--- src/rtl/pcc_pkg.sv ---
package pcc_pkg;
  localparam int NUM_CH_DEF  = 5;
  localparam int BYTE_W      = 8;
  localparam int MODE_W      = 7;

  typedef enum logic [1:0] {
    SRC_DIV_SLOW = 2'b00,
    SRC_DIV_FAST = 2'b01,
    SRC_TICK     = 2'b10,
    SRC_EXT      = 2'b11
  } step_src_e;

  // register addresses
  localparam int A_CTRL      = 'h00;
  localparam int A_CMODE     = 'h01;
  localparam int A_CNT_LO    = 'h02;
  localparam int A_CNT_HI    = 'h03;
  localparam int A_MODE_BASE = 'h08;
  localparam int A_CCAP_BASE = 'h10;

  // channel mode bit positions
  localparam int MB_IE   = 0;
  localparam int MB_PWM  = 1;
  localparam int MB_TOG  = 2;
  localparam int MB_MAT  = 3;
  localparam int MB_CAPN = 4;
  localparam int MB_CAPP = 5;
  localparam int MB_ECOM = 6;
endpackage

--- src/rtl/pcc_timebase.sv ---
module pcc_timebase
  import pcc_pkg::*;
#(
  parameter int CNT_BYTE_W  = 8,
  parameter int DIV_SLOW    = 12,
  parameter int DIV_FAST    = 2,
  parameter int SYNC_STAGES = 2
) (
  input  logic                    clk,
  input  logic                    rst_n,
  input  logic                    run_i,
  input  logic [1:0]              src_i,
  input  logic                    tick_i,
  input  logic                    ext_i,
  input  logic                    wr_lo_i,
  input  logic                    wr_hi_i,
  input  logic [CNT_BYTE_W-1:0]   wdata_i,
  output logic [2*CNT_BYTE_W-1:0] cnt_o,
  output logic [2*CNT_BYTE_W-1:0] cnt_next_o,
  output logic                    adv_o,
  output logic                    wrap_o,
  output logic                    lo_wrap_o
);
  localparam int CNT_W = 2 * CNT_BYTE_W;
  localparam int PRE_W = $clog2(DIV_SLOW);

  logic [CNT_W-1:0]     cnt_q;
  logic [PRE_W-1:0]     pre_q;
  logic [PRE_W-1:0]     pre_lim;
  logic [SYNC_STAGES:0] ext_sh;
  logic                 ext_fall;
  logic                 step;
  logic                 use_div;

  assign use_div  = (src_i == SRC_DIV_SLOW) || (src_i == SRC_DIV_FAST);
  assign pre_lim  = (src_i == SRC_DIV_SLOW) ? PRE_W'(DIV_SLOW - 1) : PRE_W'(DIV_FAST - 1);
  // synchronised level high one clock ago, low now
  assign ext_fall = ext_sh[SYNC_STAGES] & ~ext_sh[SYNC_STAGES-1];

  always_comb begin
    case (step_src_e'(src_i))
      SRC_DIV_SLOW, SRC_DIV_FAST: step = (pre_q == pre_lim);
      SRC_TICK:                   step = tick_i;
      default:                    step = ext_fall;
    endcase
  end

  assign adv_o      = run_i & step;
  assign cnt_next_o = cnt_q + 1'b1;
  assign wrap_o     = adv_o & (cnt_q == {CNT_W{1'b1}});
  assign lo_wrap_o  = adv_o & (cnt_q[CNT_BYTE_W-1:0] == {CNT_BYTE_W{1'b1}});
  assign cnt_o      = cnt_q;

  always_ff @(posedge clk) begin
    if (!rst_n) begin
      cnt_q  <= '0;
      pre_q  <= '0;
      ext_sh <= '0;
    end else begin
      ext_sh <= {ext_sh[SYNC_STAGES-1:0], ext_i};
      if (!run_i || !use_div)    pre_q <= '0;
      else if (pre_q == pre_lim) pre_q <= '0;
      else                       pre_q <= pre_q + 1'b1;
      if (wr_lo_i || wr_hi_i) begin
        if (wr_lo_i) cnt_q[CNT_BYTE_W-1:0]     <= wdata_i;
        if (wr_hi_i) cnt_q[CNT_W-1:CNT_BYTE_W] <= wdata_i;
      end else if (adv_o) begin
        cnt_q <= cnt_next_o;
      end
    end
  end
endmodule

--- src/rtl/pcc_channel.sv ---
module pcc_channel
  import pcc_pkg::*;
#(
  parameter int CNT_BYTE_W  = 8,
  parameter int SYNC_STAGES = 2
) (
  input  logic                    clk,
  input  logic                    rst_n,
  input  logic [MODE_W-1:0]       mode_i,
  input  logic [2*CNT_BYTE_W-1:0] cnt_i,
  input  logic [2*CNT_BYTE_W-1:0] cnt_next_i,
  input  logic                    adv_i,
  input  logic                    lo_wrap_i,
  input  logic                    cap_i,
  input  logic                    wr_lo_i,
  input  logic                    wr_hi_i,
  input  logic [CNT_BYTE_W-1:0]   wdata_i,
  output logic [2*CNT_BYTE_W-1:0] ccap_o,
  output logic                    flag_set_o,
  output logic                    tog_o,
  output logic                    out_o
);
  localparam int CNT_W = 2 * CNT_BYTE_W;

  logic [CNT_W-1:0]      ccap_q;
  logic [CNT_BYTE_W-1:0] shadow_q;
  logic [SYNC_STAGES:0]  cap_sh;
  logic                  tog_q;
  logic                  rise, fall, cap_evt, match, pwm_on;

  assign rise    = cap_sh[SYNC_STAGES-1] & ~cap_sh[SYNC_STAGES];
  assign fall    = ~cap_sh[SYNC_STAGES-1] & cap_sh[SYNC_STAGES];
  assign cap_evt = (mode_i[MB_CAPP] & rise) | (mode_i[MB_CAPN] & fall);
  assign match   = mode_i[MB_ECOM] & adv_i & (cnt_next_i == ccap_q);
  assign pwm_on  = mode_i[MB_ECOM] & mode_i[MB_PWM];

  assign flag_set_o = cap_evt | (match & mode_i[MB_MAT]);
  assign out_o      = pwm_on ? (cnt_i[CNT_BYTE_W-1:0] < shadow_q) : tog_q;
  assign ccap_o     = ccap_q;
  assign tog_o      = tog_q;

  always_ff @(posedge clk) begin
    if (!rst_n) begin
      ccap_q   <= '0;
      shadow_q <= '0;
      cap_sh   <= '0;
      tog_q    <= 1'b0;
    end else begin
      cap_sh <= {cap_sh[SYNC_STAGES-1:0], cap_i};
      if (cap_evt) begin
        ccap_q <= cnt_i;
      end else begin
        if (wr_lo_i) ccap_q[CNT_BYTE_W-1:0]     <= wdata_i;
        if (wr_hi_i) ccap_q[CNT_W-1:CNT_BYTE_W] <= wdata_i;
      end
      if (lo_wrap_i) shadow_q <= ccap_q[CNT_W-1:CNT_BYTE_W];
      if (match && mode_i[MB_TOG] && !mode_i[MB_PWM]) tog_q <= ~tog_q;
    end
  end
endmodule

--- src/rtl/cnt_capcmp_array.sv ---
module cnt_capcmp_array
  import pcc_pkg::*;
#(
  parameter int NUM_CH      = NUM_CH_DEF,
  parameter int ADDR_W      = 5,
  parameter int DIV_SLOW    = 12,
  parameter int DIV_FAST    = 2,
  parameter int SYNC_STAGES = 2
) (
  input  logic              clk,
  input  logic              rst_n,
  input  logic              bus_we_i,
  input  logic [ADDR_W-1:0] bus_addr_i,
  input  logic [BYTE_W-1:0] bus_wdata_i,
  output logic [BYTE_W-1:0] bus_rdata_o,
  input  logic              tick_i,
  input  logic              ext_clk_i,
  input  logic [NUM_CH-1:0] cap_i,
  input  logic              irq_array_en_i,
  input  logic              irq_global_en_i,
  output logic [NUM_CH-1:0] chan_out_o,
  output logic              irq_o
);
  localparam int CNT_W = 2 * BYTE_W;

  logic                            run_q, ovf_q, ovf_ie_q;
  logic [1:0]                      src_q;
  logic [NUM_CH-1:0]               flags_q;
  logic [NUM_CH-1:0][MODE_W-1:0]   mode_q;
  logic [NUM_CH-1:0][CNT_W-1:0]    ccap;
  logic [NUM_CH-1:0]               flag_set, tog_vec, ie_vec, wr_lo, wr_hi;
  logic [CNT_W-1:0]                cnt, cnt_next;
  logic                            adv, wrap, lo_wrap, cnt_wr_lo, cnt_wr_hi, cnt_wr;
  logic                            wr_ctrl, wr_cmode;

  assign wr_ctrl   = bus_we_i && (bus_addr_i == ADDR_W'(A_CTRL));
  assign wr_cmode  = bus_we_i && (bus_addr_i == ADDR_W'(A_CMODE));
  assign cnt_wr_lo = bus_we_i && (bus_addr_i == ADDR_W'(A_CNT_LO));
  assign cnt_wr_hi = bus_we_i && (bus_addr_i == ADDR_W'(A_CNT_HI));
  assign cnt_wr    = cnt_wr_lo | cnt_wr_hi;

  pcc_timebase #(
    .CNT_BYTE_W(BYTE_W), .DIV_SLOW(DIV_SLOW), .DIV_FAST(DIV_FAST), .SYNC_STAGES(SYNC_STAGES)
  ) i_timebase (
    .clk(clk), .rst_n(rst_n), .run_i(run_q), .src_i(src_q), .tick_i(tick_i),
    .ext_i(ext_clk_i), .wr_lo_i(cnt_wr_lo), .wr_hi_i(cnt_wr_hi), .wdata_i(bus_wdata_i),
    .cnt_o(cnt), .cnt_next_o(cnt_next), .adv_o(adv), .wrap_o(wrap), .lo_wrap_o(lo_wrap)
  );

  for (genvar g = 0; g < NUM_CH; g++) begin : g_ch
    logic wr_mode;
    assign wr_mode  = bus_we_i && (bus_addr_i == ADDR_W'(A_MODE_BASE + g));
    assign wr_lo[g] = bus_we_i && (bus_addr_i == ADDR_W'(A_CCAP_BASE + 2 * g));
    assign wr_hi[g] = bus_we_i && (bus_addr_i == ADDR_W'(A_CCAP_BASE + 2 * g + 1));
    assign ie_vec[g] = mode_q[g][MB_IE];

    always_ff @(posedge clk) begin
      if (!rst_n)       mode_q[g] <= '0;
      else if (wr_mode) mode_q[g] <= bus_wdata_i[MODE_W-1:0];
    end

    pcc_channel #(.CNT_BYTE_W(BYTE_W), .SYNC_STAGES(SYNC_STAGES)) i_chan (
      .clk(clk), .rst_n(rst_n), .mode_i(mode_q[g]), .cnt_i(cnt), .cnt_next_i(cnt_next),
      .adv_i(adv), .lo_wrap_i(lo_wrap), .cap_i(cap_i[g]), .wr_lo_i(wr_lo[g]),
      .wr_hi_i(wr_hi[g]), .wdata_i(bus_wdata_i), .ccap_o(ccap[g]),
      .flag_set_o(flag_set[g]), .tog_o(tog_vec[g]), .out_o(chan_out_o[g])
    );
  end

  // control and counter mode registers; hardware sets beat software writes
  always_ff @(posedge clk) begin
    if (!rst_n) begin
      run_q    <= 1'b0;
      ovf_q    <= 1'b0;
      flags_q  <= '0;
      ovf_ie_q <= 1'b0;
      src_q    <= 2'b00;
    end else begin
      if (wr_ctrl) begin
        run_q   <= bus_wdata_i[6];
        ovf_q   <= bus_wdata_i[7] | wrap;
        flags_q <= bus_wdata_i[NUM_CH-1:0] | flag_set;
      end else begin
        ovf_q   <= ovf_q | wrap;
        flags_q <= flags_q | flag_set;
      end
      if (wr_cmode) begin
        ovf_ie_q <= bus_wdata_i[0];
        src_q    <= bus_wdata_i[2:1];
      end
    end
  end

  always_comb begin
    bus_rdata_o = '0;
    case (bus_addr_i)
      ADDR_W'(A_CTRL): begin
        bus_rdata_o[7]          = ovf_q;
        bus_rdata_o[6]          = run_q;
        bus_rdata_o[NUM_CH-1:0] = flags_q;
      end
      ADDR_W'(A_CMODE):  bus_rdata_o = {5'b0, src_q, ovf_ie_q};
      ADDR_W'(A_CNT_LO): bus_rdata_o = cnt[BYTE_W-1:0];
      ADDR_W'(A_CNT_HI): bus_rdata_o = cnt[CNT_W-1:BYTE_W];
      default: begin
        for (int i = 0; i < NUM_CH; i++) begin
          if (bus_addr_i == ADDR_W'(A_MODE_BASE + i))
            bus_rdata_o = {{(BYTE_W-MODE_W){1'b0}}, mode_q[i]};
          if (bus_addr_i == ADDR_W'(A_CCAP_BASE + 2 * i))
            bus_rdata_o = ccap[i][BYTE_W-1:0];
          if (bus_addr_i == ADDR_W'(A_CCAP_BASE + 2 * i + 1))
            bus_rdata_o = ccap[i][CNT_W-1:BYTE_W];
        end
      end
    endcase
  end

  assign irq_o = irq_global_en_i & irq_array_en_i &
                 ((ovf_q & ovf_ie_q) | (|(flags_q & ie_vec)));
endmodule

--- config.mk ---
export PLATFORM = sky130hd
export DESIGN_NAME = cnt_capcmp_array
export DESIGN_NICKNAME = d
export VERILOG_FILES = /design/src/rtl/pcc_pkg.sv /design/src/rtl/pcc_timebase.sv /design/src/rtl/pcc_channel.sv /design/src/rtl/cnt_capcmp_array.sv
export SDC_FILE = /design/constraint.sdc
export NUM_CORES = 1
export LEC_CHECK = 0
export ABC_AREA = 1
export BUFFER_PORTS_ARGS = -buffer_cell sky130_fd_sc_hd__buf_2
export CAP_MARGIN = 20
export CORE_MARGIN = 1
export CORE_UTILIZATION = 30
export CTS_BUF_LIST = sky130_fd_sc_hd__clkbuf_4 sky130_fd_sc_hd__clkbuf_8 sky130_fd_sc_hd__clkbuf_16
export CTS_CLUSTER_DIAMETER = 40
export DETAILED_ROUTE_END_ITERATION = 6
export GPL_TIMING_DRIVEN = 0
export SLEW_MARGIN = 30
export SYNTH_ARGS = -nofsm -noshare
export SYNTH_HDL_FRONTEND = slang
export SYNTH_HIERARCHICAL = 1
export SYNTH_SLANG_ARGS = --single-unit
export TNS_END_PERCENT = 100
--- constraint.sdc ---
create_clock -name clk -period 3.19 [get_ports clk]
set_input_delay 0.1595 -clock clk [delete_from_list [all_inputs] [get_ports clk]]
set_output_delay 0.1595 -clock clk [all_outputs]
set_load 0.005 [all_outputs]
==> impl_metrics.json, run 1 <==
{
  "grt_use_total": 0.2335,
  "syn_area_um2": 13370,
  "switchingPower_mw": 1.881,
  "fin_crit_ns": 3.009,
  "fp-row-count": 76,
  "rsz0062_at_grt": "false",
  "io_buffer_count": 38,
  "placed_cells": 2736,
  "fin_area_um2": 16040,
  "p_leak_nw": 7.514,
  "powerDensity_nw_per_um2": 488.3,
  "yosysTopAreaCell": "dfxtp_1",
  "cap_violations": 0,
  "drc": 0,
  "finClkSkew_ns": 0.01833,
  "synth_top_flop_cell": "dfxtp_1",
  "cp_max_fo": 10,
  "initial_utilization": 0.3071,
  "yosys-top-cells-area": "dfxtp_1, nand2_1, inv_1",
  "dp_hpwl_mm": 36.56,
  "core-area_um2": 43550,
  "clk_latency_ns": 0.54,
  "nNetsFinal": 2264,
  "cts_inserted_buffers": 43,
  "postSynthAreaPerCell_um2": 6.344,
  "cts-root-buf": "clkbuf_16",
  "cts_setup_buffers": 0,
  "status": "complete, no violations",
  "met3_usage": 0.04912,
  "clockBufferDepth": 3,
  "final_util": 0.3684,
  "met2_usage": 0.3647,
  "drt_iter0_drc": 1576,
  "path_class": "reg2reg",
  "r2r-end": "g_ch[2].i_chan/tog_o",
  "tritoncts": "built",
  "yosysMostFrequentCell": "nand2_1",
  "synthDominantCellAreaShare": 0.3114,
  "setup_viol": 0,
  "critPathLaunchType": "flop",
  "grt_max_degree": 18,
  "die_area_um2": 45420,
  "die_w_um": 213.1,
  "wl_mm": 52.82,
  "h-tree-depth": 2,
  "antenna_cells": 0,
  "place_congestion": 0.9756,
  "clock.fmax_ghz": 0.3324,
  "top_usage_layer": "met2",
  "crit-reg2reg-launch": "i_timebase/cnt_o[12]",
  "hold_viol": 0,
  "clock_sinks": 208,
  "synthArstFlopShare": 0,
  "crit_arrival_ns": 3.49,
  "power.share.sequential": 0.341,
  "timing.setup.tns_ns": 0,
  "avgViaCountPerCell": 4.991,
  "chipHeight_um": 213.1,
  "grt_antenna_before_repair": 1,
  "end_kind": "flop",
  "slew_violations": 0,
  "synthToLayoutAreaGrowth_pct": 19.97,
  "worst-r2r-setup-slack_ns": 0.18,
  "synth_nets": 2170,
  "clk_pin_slew_ns": 0.05,
  "slowest_stage": "dfxtp_1",
  "r2r_cells": 15,
  "wire_per_inst_um": 18.73,
  "cp_cell_sequence": "nand2_1, nor2_1, nand3_1, nand2_1, and2_2, inv_1, nand2_1, nand2_1, nor2_1, nand2_1, nor2_1, nand4_1, nand2_1, nand2_1, nor2_1",
  "relSlewSlack": 0.3906,
  "dr_total_vias": 14076,
  "endpoint": "g_ch[2].i_chan/tog_o",
  "pwr-share-comb": 0.056,
  "power.clock.fraction": 0.603,
  "power.internal_mw": 5.952,
  "yosys_warnings": 6,
  "critPathMostFrequentCell": "nand2_1",
  "ys_top_cells_by_count": "nand2_1, inv_1, nor2_1",
  "syn_inst": 2108,
  "pin_count": 39,
  "synth_edf_count": 0,
  "grt_pass1_wl_mm": 78.38,
  "tightestPinTransition_ns": 0.9141,
  "ys_seq_area_frac": 0.3114,
  "crit_path_start": "i_timebase/cnt_o[12]",
  "groute.layer.met1.usage": 0.2978,
  "swShare": 0.2402,
  "antenna_left": 0,
  "drive_gt1_frac": 0.1409,
  "first_pass_iters": 6,
  "grt_overflow": 0,
  "final_cell_count_no_fill": 2820,
  "required_ns": 3.67,
  "place_area_um2": 14420,
  "synth_cell_types": 46,
  "cpPeakStageDelay_ns": 0.85,
  "max-vdd-ir-drop_v": 0.0003117,
  "synth-seq-cells": 208,
  "grt_pass1_vias": 13176,
  "holdCritPathClass": "in2reg",
  "finalCritPeriodShare": 0.9431
}
[through the flow]
step                hold slack (ns)  setup slack, ns  total power, mW
floorplan                    0.2571           0.8697            2.949
global placement             0.3438           -1.044            3.139
detailed placement           0.3477          -0.2062            3.145
CTS                          0.1424          0.01798            7.887
global route                 0.1858          0.02632            8.068
finish                       0.1495           0.1814            7.833
[routing by layer]
| layer | wire (um) | part of all wire |
|---|---|---|
| met5 | 0 | 0 |
| met4 | 3052 | 0.058 |
| met3 | 5354 | 0.10 |
| met2 | 22970 | 0.43 |
| met1 | 21450 | 0.41 |
[how the worst min path moves through the flow]
stage	cells after the start	from	slack, ns	end
3_3_place_gp	3	ext_clk_i	0.34	i_timebase/ext_sh[0]
4_1_cts	4	bus_we_i	0.14	ie_vec[0]
6_report	4	bus_we_i	0.15	ie_vec[0]
3_5_place_dp	3	ext_clk_i	0.35	i_timebase/ext_sh[0]
2_1_floorplan	2	cap_i[0]	0.26	g_ch[0].i_chan/cap_sh[0]
5_1_grt	3	bus_wdata_i[1]	0.19	src_q[0]
[cell usage in the layout, fill, tap and decap left out, drive strengths merged]
| master | netlist | layout |
|---|---|---|
| o21ai | 243 | 243 |
| clkinvlp | 0 | 4 |
| nand2 | 536 | 536 |
| nand4 | 49 | 49 |
| clkinv | 7 | 17 |
| o22ai | 8 | 8 |
| clkbuf | 16 | 71 |
| a221oi | 10 | 10 |
| o31ai | 6 | 6 |
| nor4 | 1 | 1 |
| nor2 | 262 | 262 |
| xnor2 | 11 | 11 |
| bufinv | 0 | 6 |
| a21boi | 1 | 1 |
| o211ai | 1 | 1 |
| buf | 39 | 82 |
| ha | 37 | 37 |
| o311a | 1 | 1 |
| a22oi | 10 | 10 |
| and2 | 3 | 3 |
| dfxtp | 208 | 208 |
| inv | 397 | 400 |
| xor2 | 13 | 13 |
| o21a | 5 | 5 |
| nor3 | 6 | 6 |
| or2 | 31 | 31 |
| a21oi | 103 | 103 |
| dlygate4sd3 | 0 | 6 |
| nand3 | 98 | 98 |
| a22o | 2 | 2 |
| nand3b | 4 | 4 |
[what timing repair did]
item                                    4_1_cts  5_1_grt
hold buffers                                  6        0
hold endpoints to repair                      6        0
resized for setup                             6       11
cloned                                        0        0
endpoints found under the setup margin       10       10
pin swaps                                     0        0
[worst max-delay path, delay by kind of cell (launching register included)]
family | cells | cell delay, ns
AND/OR/NAND/NOR | 14 | 2.01
flip-flops | 1 | 0.85
buffers and inverters | 1 | 0.09
[flip-flops by register name, indices dropped and copies added (netlist names)]
signal and cells:
g_ch.i_chan/ccap_o 80, g_ch.i_chan/shadow_q 40, mode_q 30, i_timebase/cnt_o 16
g_ch.i_chan/cap_sh 15, flags_q 5, g_ch.i_chan/tog_o 5, ie_vec 5
i_timebase/pre_q 4, i_timebase/ext_sh 3, src_q 2, ovf_ie_q 1
ovf_q 1, run_q 1
[logic make-up after synthesis]
logic type               Yosys count  share of synthesized area
XOR/XNOR                          24                    0.01572
adder cells (fa/ha/maj)           37                    0.03462
flip-flops                       208                     0.3114
AO/OA/AOI/OAI                    390                     0.1574
AND/OR/NAND/NOR                  990                     0.3391
buffers and inverters            459                     0.1418
[cell type report]
cell class / instances / area (um^2)
Fill cell: 4747 / 27510
Multi-Input combinational cell: 1441 / 7388
Timing Repair Buffer: 49 / 310.3
Clock inverter: 23 / 294.0
Buffer: 55 / 367.9
Inverter: 404 / 1529
Sequential cell: 208 / 4195
Tap cell: 585 / 732.0
Clock buffer: 55 / 1226
[power groups by stage]
| stage | clock network [mW] | registers (mW) | logic (mW) |
|---|---|---|---|
| after global placement | 0 | 2.72 | 0.418 |
| after floorplan | 0 | 2.70 | 0.250 |
| after CTS | 4.79 | 2.67 | 0.431 |
| final | 4.73 | 2.67 | 0.438 |
| after global routing | 4.93 | 2.67 | 0.472 |
| after detailed placement | 0 | 2.72 | 0.424 |
(Power assumes the default switching activity.)
==> run 2: changes to the inputs <==
--- a/config.mk
+++ b/config.mk
@@ -11,5 +11,5 @@
 export CORE_MARGIN = 1
 export CORE_UTILIZATION = 30
-export CTS_BUF_LIST = sky130_fd_sc_hd__clkbuf_4 sky130_fd_sc_hd__clkbuf_8 sky130_fd_sc_hd__clkbuf_16
+export CTS_BUF_LIST = sky130_fd_sc_hd__clkbuf_2
 export CTS_CLUSTER_DIAMETER = 40
 export DETAILED_ROUTE_END_ITERATION = 6
==> constraint.sdc (replaced) <==
create_clock -name clk -period 3.19 [get_ports clk]
set_input_delay 0.319 -clock clk [delete_from_list [all_inputs] [get_ports clk]]
set_output_delay 0.319 -clock clk [all_outputs]
set_load 0.005 [all_outputs]
==> run 2 against run 1 <==
Compared with the run above: worst setup slack got worse by 0.14 ns; via count up 2.3%; total power shrank 34%; sequential share of layout area up 1.1 points; final area fell by 4.2%; count of clock-buffer cells in the layout rose by 29; register-to-register slack lost 0.02 ns; combinational power rose by 6.2%; critical endpoint is now src_q[1].
==> impl_metrics.json, run 2 (synthesis results as in run 1) <==
{
  "cp_max_fo": 5,
  "fin_crit_ns": 3.145,
  "hold_viol": 0,
  "cts_inserted_buffers": 61,
  "required_ns": 4.05,
  "chipHeight_um": 213.1,
  "worst-r2r-setup-slack_ns": 0.16,
  "grt_pass1_vias": 13497,
  "final_cell_count_no_fill": 2883,
  "drt_iter0_drc": 1599,
  "avgViaCountPerCell": 4.993,
  "layout_commonest_cell": "nand2_1",
  "crit-reg2reg-launch": "i_timebase/cnt_o[12]",
  "clk_pin_slew_ns": 0.10,
  "setup_viol": 0,
  "endpoint": "src_q[1]",
  "place_area_um2": 14420,
  "h-tree-depth": 2,
  "status": "complete, no violations",
  "holdCritPathClass": "in2reg",
  "tightestPinTransition_ns": 0.8620,
  "fin_area_um2": 15370,
  "timing.hold.ws_ns": 0.08967,
  "max-vdd-ir-drop_v": 0.0001606,
  "drc": 0,
  "crit_arrival_ns": 4.01,
  "finalCritPeriodShare": 0.9860,
  "cts-root-buf": "clkbuf_2",
  "dr_total_vias": 14395,
  "dp_hpwl_mm": 36.56,
  "final_cell_mix": "nand2_1, inv_1, nor2_1",
  "tritoncts": "built",
  "timing.setup.tns_ns": 0,
  "setup_slack_ns": 0.04473,
  "grt_pass1_wl_mm": 79.23,
  "r2r_cells": 15,
  "rsz0062_at_grt": "false",
  "slew_violations": 0,
  "clock.fmax_ghz": 0.3179,
  "powerDensity_nw_per_um2": 334.9,
  "finClkSkew_ns": 0.05273,
  "largest_reg_flops": 80,
  "relSlewSlack": 0.4254,
  "path_class": "in2reg",
  "clk_latency_ns": 0.97,
  "drive_gt1_frac": 0.1494,
  "end_kind": "flop",
  "io_buffer_count": 38,
  "final_util": 0.3530,
  "die_w_um": 213.1,
  "pin_count": 39,
  "clockBufferDepth": 3,
  "wl_mm": 53.35,
  "grt_max_degree": 18,
  "first_pass_iters": 5,
  "wire_per_inst_um": 18.50,
  "dpl_worst_slack_ns": -0.2062,
  "nNetsFinal": 2308,
  "placed_cells": 2736,
  "p_leak_nw": 7.325,
  "synthToLayoutAreaGrowth_pct": 14.96,
  "initial_utilization": 0.3071,
  "crit_path_start": "bus_addr_i[0]",
  "core-area_um2": 43550,
  "die_area_um2": 45420,
  "critPathLaunchType": "input pin",
  "grt_overflow": 0,
  "clock_sinks": 208,
  "antenna_left": 0,
  "grt_antenna_before_repair": 2,
  "place_congestion": 0.9756,
  "r2r-end": "g_ch[2].i_chan/tog_o",
  "fp-row-count": 76,
  "power_mw": 5.148,
  "cap_violations": 0,
  "grt_use_total": 0.2354
}
[run 2: how the worst min path moves through the flow]
stage | start | depth (start not counted) | slack [ns] | to
final | cap_i[3] | 4 | 0.09 | g_ch[3].i_chan/cap_sh[0]
after global routing | cap_i[2] | 4 | 0.08 | g_ch[2].i_chan/cap_sh[0]
after CTS | cap_i[1] | 4 | 0.02 | g_ch[1].i_chan/cap_sh[0]
after detailed placement | g_ch[3].i_chan/cap_sh[0] | 2 | 0.40 | g_ch[3].i_chan/cap_sh[1]
after global placement | i_timebase/ext_sh[0] | 2 | 0.39 | i_timebase/ext_sh[1]
after floorplan | g_ch[0].i_chan/cap_sh[0] | 2 | 0.39 | g_ch[0].i_chan/cap_sh[1]
[run 2: cell type report]
class                      instances  area (um^2)
sequential                       208         4197
buffer                            55        372.9
inverter                         404         1529
timing repair buffer              75        570.5
fill                            4871        28180
antenna                            2        5.005
tap                              585        732.0
multi-input combinational       1441         7426
clock buffer                      84        420.4
clock inverter                    29        121.4
[run 2: layer usage]
metal / track usage / routed length (um) / vias up
li1: - / - / 6945
met1: 0.2974 / 21380 / 6505
met2: 0.3698 / 23210 / 753
met3: 0.05030 / 5737 / 192
met4: 0.1342 / 3027 / 0
met5: 0 / 0 / -
[run 2: power breakdown]
group / switching [mW] / leakage [nW] / internal (mW)
clock: 1.29 / 0.423 / 0.734
combinational: 0.317 / 5.21 / 0.148
sequential: 0.0417 / 1.69 / 2.62
[run 2: worst max-delay path, stage by stage]
cell and delay, ns:
dlygate4sd3_1 0.53, clkbuf_4 0.19, nand2_2 0.09, dlygate4sd3_1 0.60, nor3_4 0.24, dlygate4sd3_1 0.64
nand3_1 0.08, dlygate4sd3_1 0.59, a21oi_1 0.15, dlygate4sd3_1 0.56
[run 2: repair_timing]
action,in CTS,in global routing
hold buffers,30,0
setup buffers,0,2
pin swaps,0,5
hold endpoints to repair,103,0
gates cloned,0,0
endpoints found under the setup margin,13,15
resized for setup,8,23
==> run 3: changes to the inputs <==
- ABC_AREA: 1 -> default
==> run 3 against run 2 <==
Compared with the run above: the flow now finishes with violations (negative setup slack); sequential share of layout area is 0.31 points higher; final cell count is 24% lower; combinational power is 1% lower; largest power group unchanged.
==> impl_metrics.json, run 3 <==
{
  "path_class": "reg2reg",
  "synth_edf_count": 0,
  "met2_usage": 0.3788,
  "required_ns": 4.11,
  "drc": 0,
  "violations": "negative setup slack",
  "clock_sinks": 208,
  "dp_hpwl_mm": 37.62,
  "synthDominantCellAreaShare": 0.3288,
  "dr_total_vias": 12721,
  "antenna_left": 0,
  "grt_use_total": 0.2528,
  "grt_pass1_wl_mm": 80.63,
  "cts-root-buf": "clkbuf_2",
  "setup_slack_ns": -0.05956,
  "finalCritPeriodShare": 1.019,
  "io_buffer_count": 38,
  "end_kind": "flop",
  "layout_commonest_cell": "dfxtp_1",
  "grt_antenna_before_repair": 1,
  "yosys_warnings": 6,
  "slew_violations": 0,
  "tightestPinTransition_ns": 1.073,
  "clock.fmax_ghz": 0.3077,
  "h-tree-depth": 2,
  "place_area_um2": 13640,
  "setup_viol": 7,
  "largest_reg_flops": 80,
  "synthToLayoutAreaGrowth_pct": 20.71,
  "p_leak_nw": 6.668,
  "timing.setup.tns_ns": -0.2602,
  "wire_per_inst_um": 25.27,
  "seqCellArea_um2": 4220,
  "tritoncts": "built",
  "hold_viol": 0,
  "dpl_worst_slack_ns": -1.150,
  "yosys-top-cells-area": "dfxtp_1, mux2i_1, o211a_1",
  "power_mw": 4.979,
  "cp_max_fo": 11,
  "clk_latency_ns": 1.01,
  "grt_overflow": 0,
  "synth_top_flop_cell": "dfxtp_1",
  "rsz0062_at_grt": "true",
  "core-area_um2": 41200,
  "fin_area_um2": 15290,
  "place_congestion": 1.101,
  "yosysTopAreaCell": "dfxtp_1",
  "clk_pin_slew_ns": 0.10,
  "drive_gt1_frac": 0.1869,
  "drt_iter0_drc": 1391,
  "timing.hold.ws_ns": 0.09773,
  "initial_utilization": 0.3074,
  "final_cell_count_no_fill": 2197,
  "wl_mm": 55.52,
  "critPathLaunchType": "flop",
  "placed_cells": 2024,
  "die_area_um2": 43040,
  "final_cell_mix": "dfxtp_1, nand2_1, mux2i_1",
  "yosysMostFrequentCell": "dfxtp_1",
  "max-vdd-ir-drop_v": 0.0001923,
  "n_fill_cell": 4207,
  "top_usage_layer": "met2",
  "syn_inst": 1454,
  "ys_top_cells_by_count": "dfxtp_1, nand2_1, mux2i_1",
  "die_w_um": 207.5,
  "cts_inserted_buffers": 58,
  "pin_count": 39,
  "multi_input_area_um2": 8372,
  "cap_violations": 0,
  "grt_max_degree": 20,
  "synthArstFlopShare": 0,
  "final_util": 0.3710,
  "synth_cell_types": 68,
  "nNetsFinal": 1691,
  "avgViaCountPerCell": 5.790,
  "relSlewSlack": 0.2812,
  "synth-seq-cells": 208,
  "grt_pass1_vias": 12239,
  "ys_seq_area_frac": 0.3288,
  "chipHeight_um": 207.5,
  "syn_area_um2": 12660,
  "crit_arrival_ns": 4.17,
  "finClkSkew_ns": 0.05393,
  "holdCritPathClass": "in2reg",
  "postSynthAreaPerCell_um2": 8.710,
  "clockBufferDepth": 3,
  "fp-row-count": 74,
  "synth_nets": 1516,
  "powerDensity_nw_per_um2": 325.7,
  "status": "finished, violations left",
  "first_pass_iters": 6,
  "groute.layer.met1.usage": 0.3374,
  "met3_usage": 0.06611,
  "fin_crit_ns": 3.250
}
## run 3: cell types whose count changed after synthesis, moves of 57 or more
| cell | delta |
|---|---|
| o21ai_0 | -115 |
| inv_1 | -306 |
| nand3_1 | -57 |
| nand2_1 | -309 |
| a21oi_1 | -76 |
| mux2i_1 | +146 |
| o21ai_1 | -76 |
| nor2b_1 | +65 |
| nor2_1 | -172 |
| o211a_1 | +81 |
## run 3: worst max-delay path: stages, from the launching register on
cell and delay [ns]:
dfxtp_1 0.90, nand2_1 0.34, nor2_4 0.27, xor2_4 0.18, buf_6 0.15, xnor2_2 0.11, nand4_1 0.10, or4_4 0.52
or4_4 0.50, a21boi_2 0.12
## run 3: layout make-up
cell class | instances | share of cell area
Antenna cell | 1 | 0.0001637
Buffer | 87 | 0.02545
Clock buffer | 84 | 0.02750
Clock inverter | 11 | 0.003274
Inverter | 58 | 0.01424
Multi-Input combinational cell | 1100 | 0.5476
Sequential cell | 208 | 0.2761
Tap cell | 532 | 0.04354
Timing Repair Buffer | 116 | 0.06212
## run 3: what timing repair did
action,in CTS,in global routing
hold endpoints to repair,105,0
hold buffers,20,0
gates resized for setup,70,38
setup endpoints to repair,63,17
pin swaps,6,19
buffers inserted,45,13
cloned,0,0
## run 3: report_power, final
part	switching (mW)	internal, mW
clock	1.19	0.696
combinational	0.303	0.156
sequential	0.0280	2.61
total	1.52	3.46
## run 3: cells by family after synthesis
group,after synthesis,share of synthesized area
fa+ha+maj,37,0.03655
mux,154,0.1261
flops,208,0.3288
simple gates,471,0.1879
xor+xnor,93,0.06432
buf+inv,146,0.04683
compound gates,345,0.2095
## run 3: final timing paths
kind                            startpoint                       end  slack (ns)  cells after the start
setup / recovery      i_timebase/cnt_o[13]      g_ch[1].i_chan/tog_o       -0.06                      9
hold / removal                    cap_i[2]  g_ch[2].i_chan/cap_sh[0]         0.1                      3
setup reg to reg      i_timebase/cnt_o[13]      g_ch[1].i_chan/tog_o       -0.06                      9
hold reg to reg   g_ch[1].i_chan/cap_sh[0]  g_ch[1].i_chan/cap_sh[1]        0.42                      1
## run 3: per-layer routing
metal / wire length (um) / vias to the layer above
met1: 23210 / 6188
met4: 2481 / 0
met2: 23640 / 731
li1: - / 5634
met5: 0 / -
met3: 6191 / 168
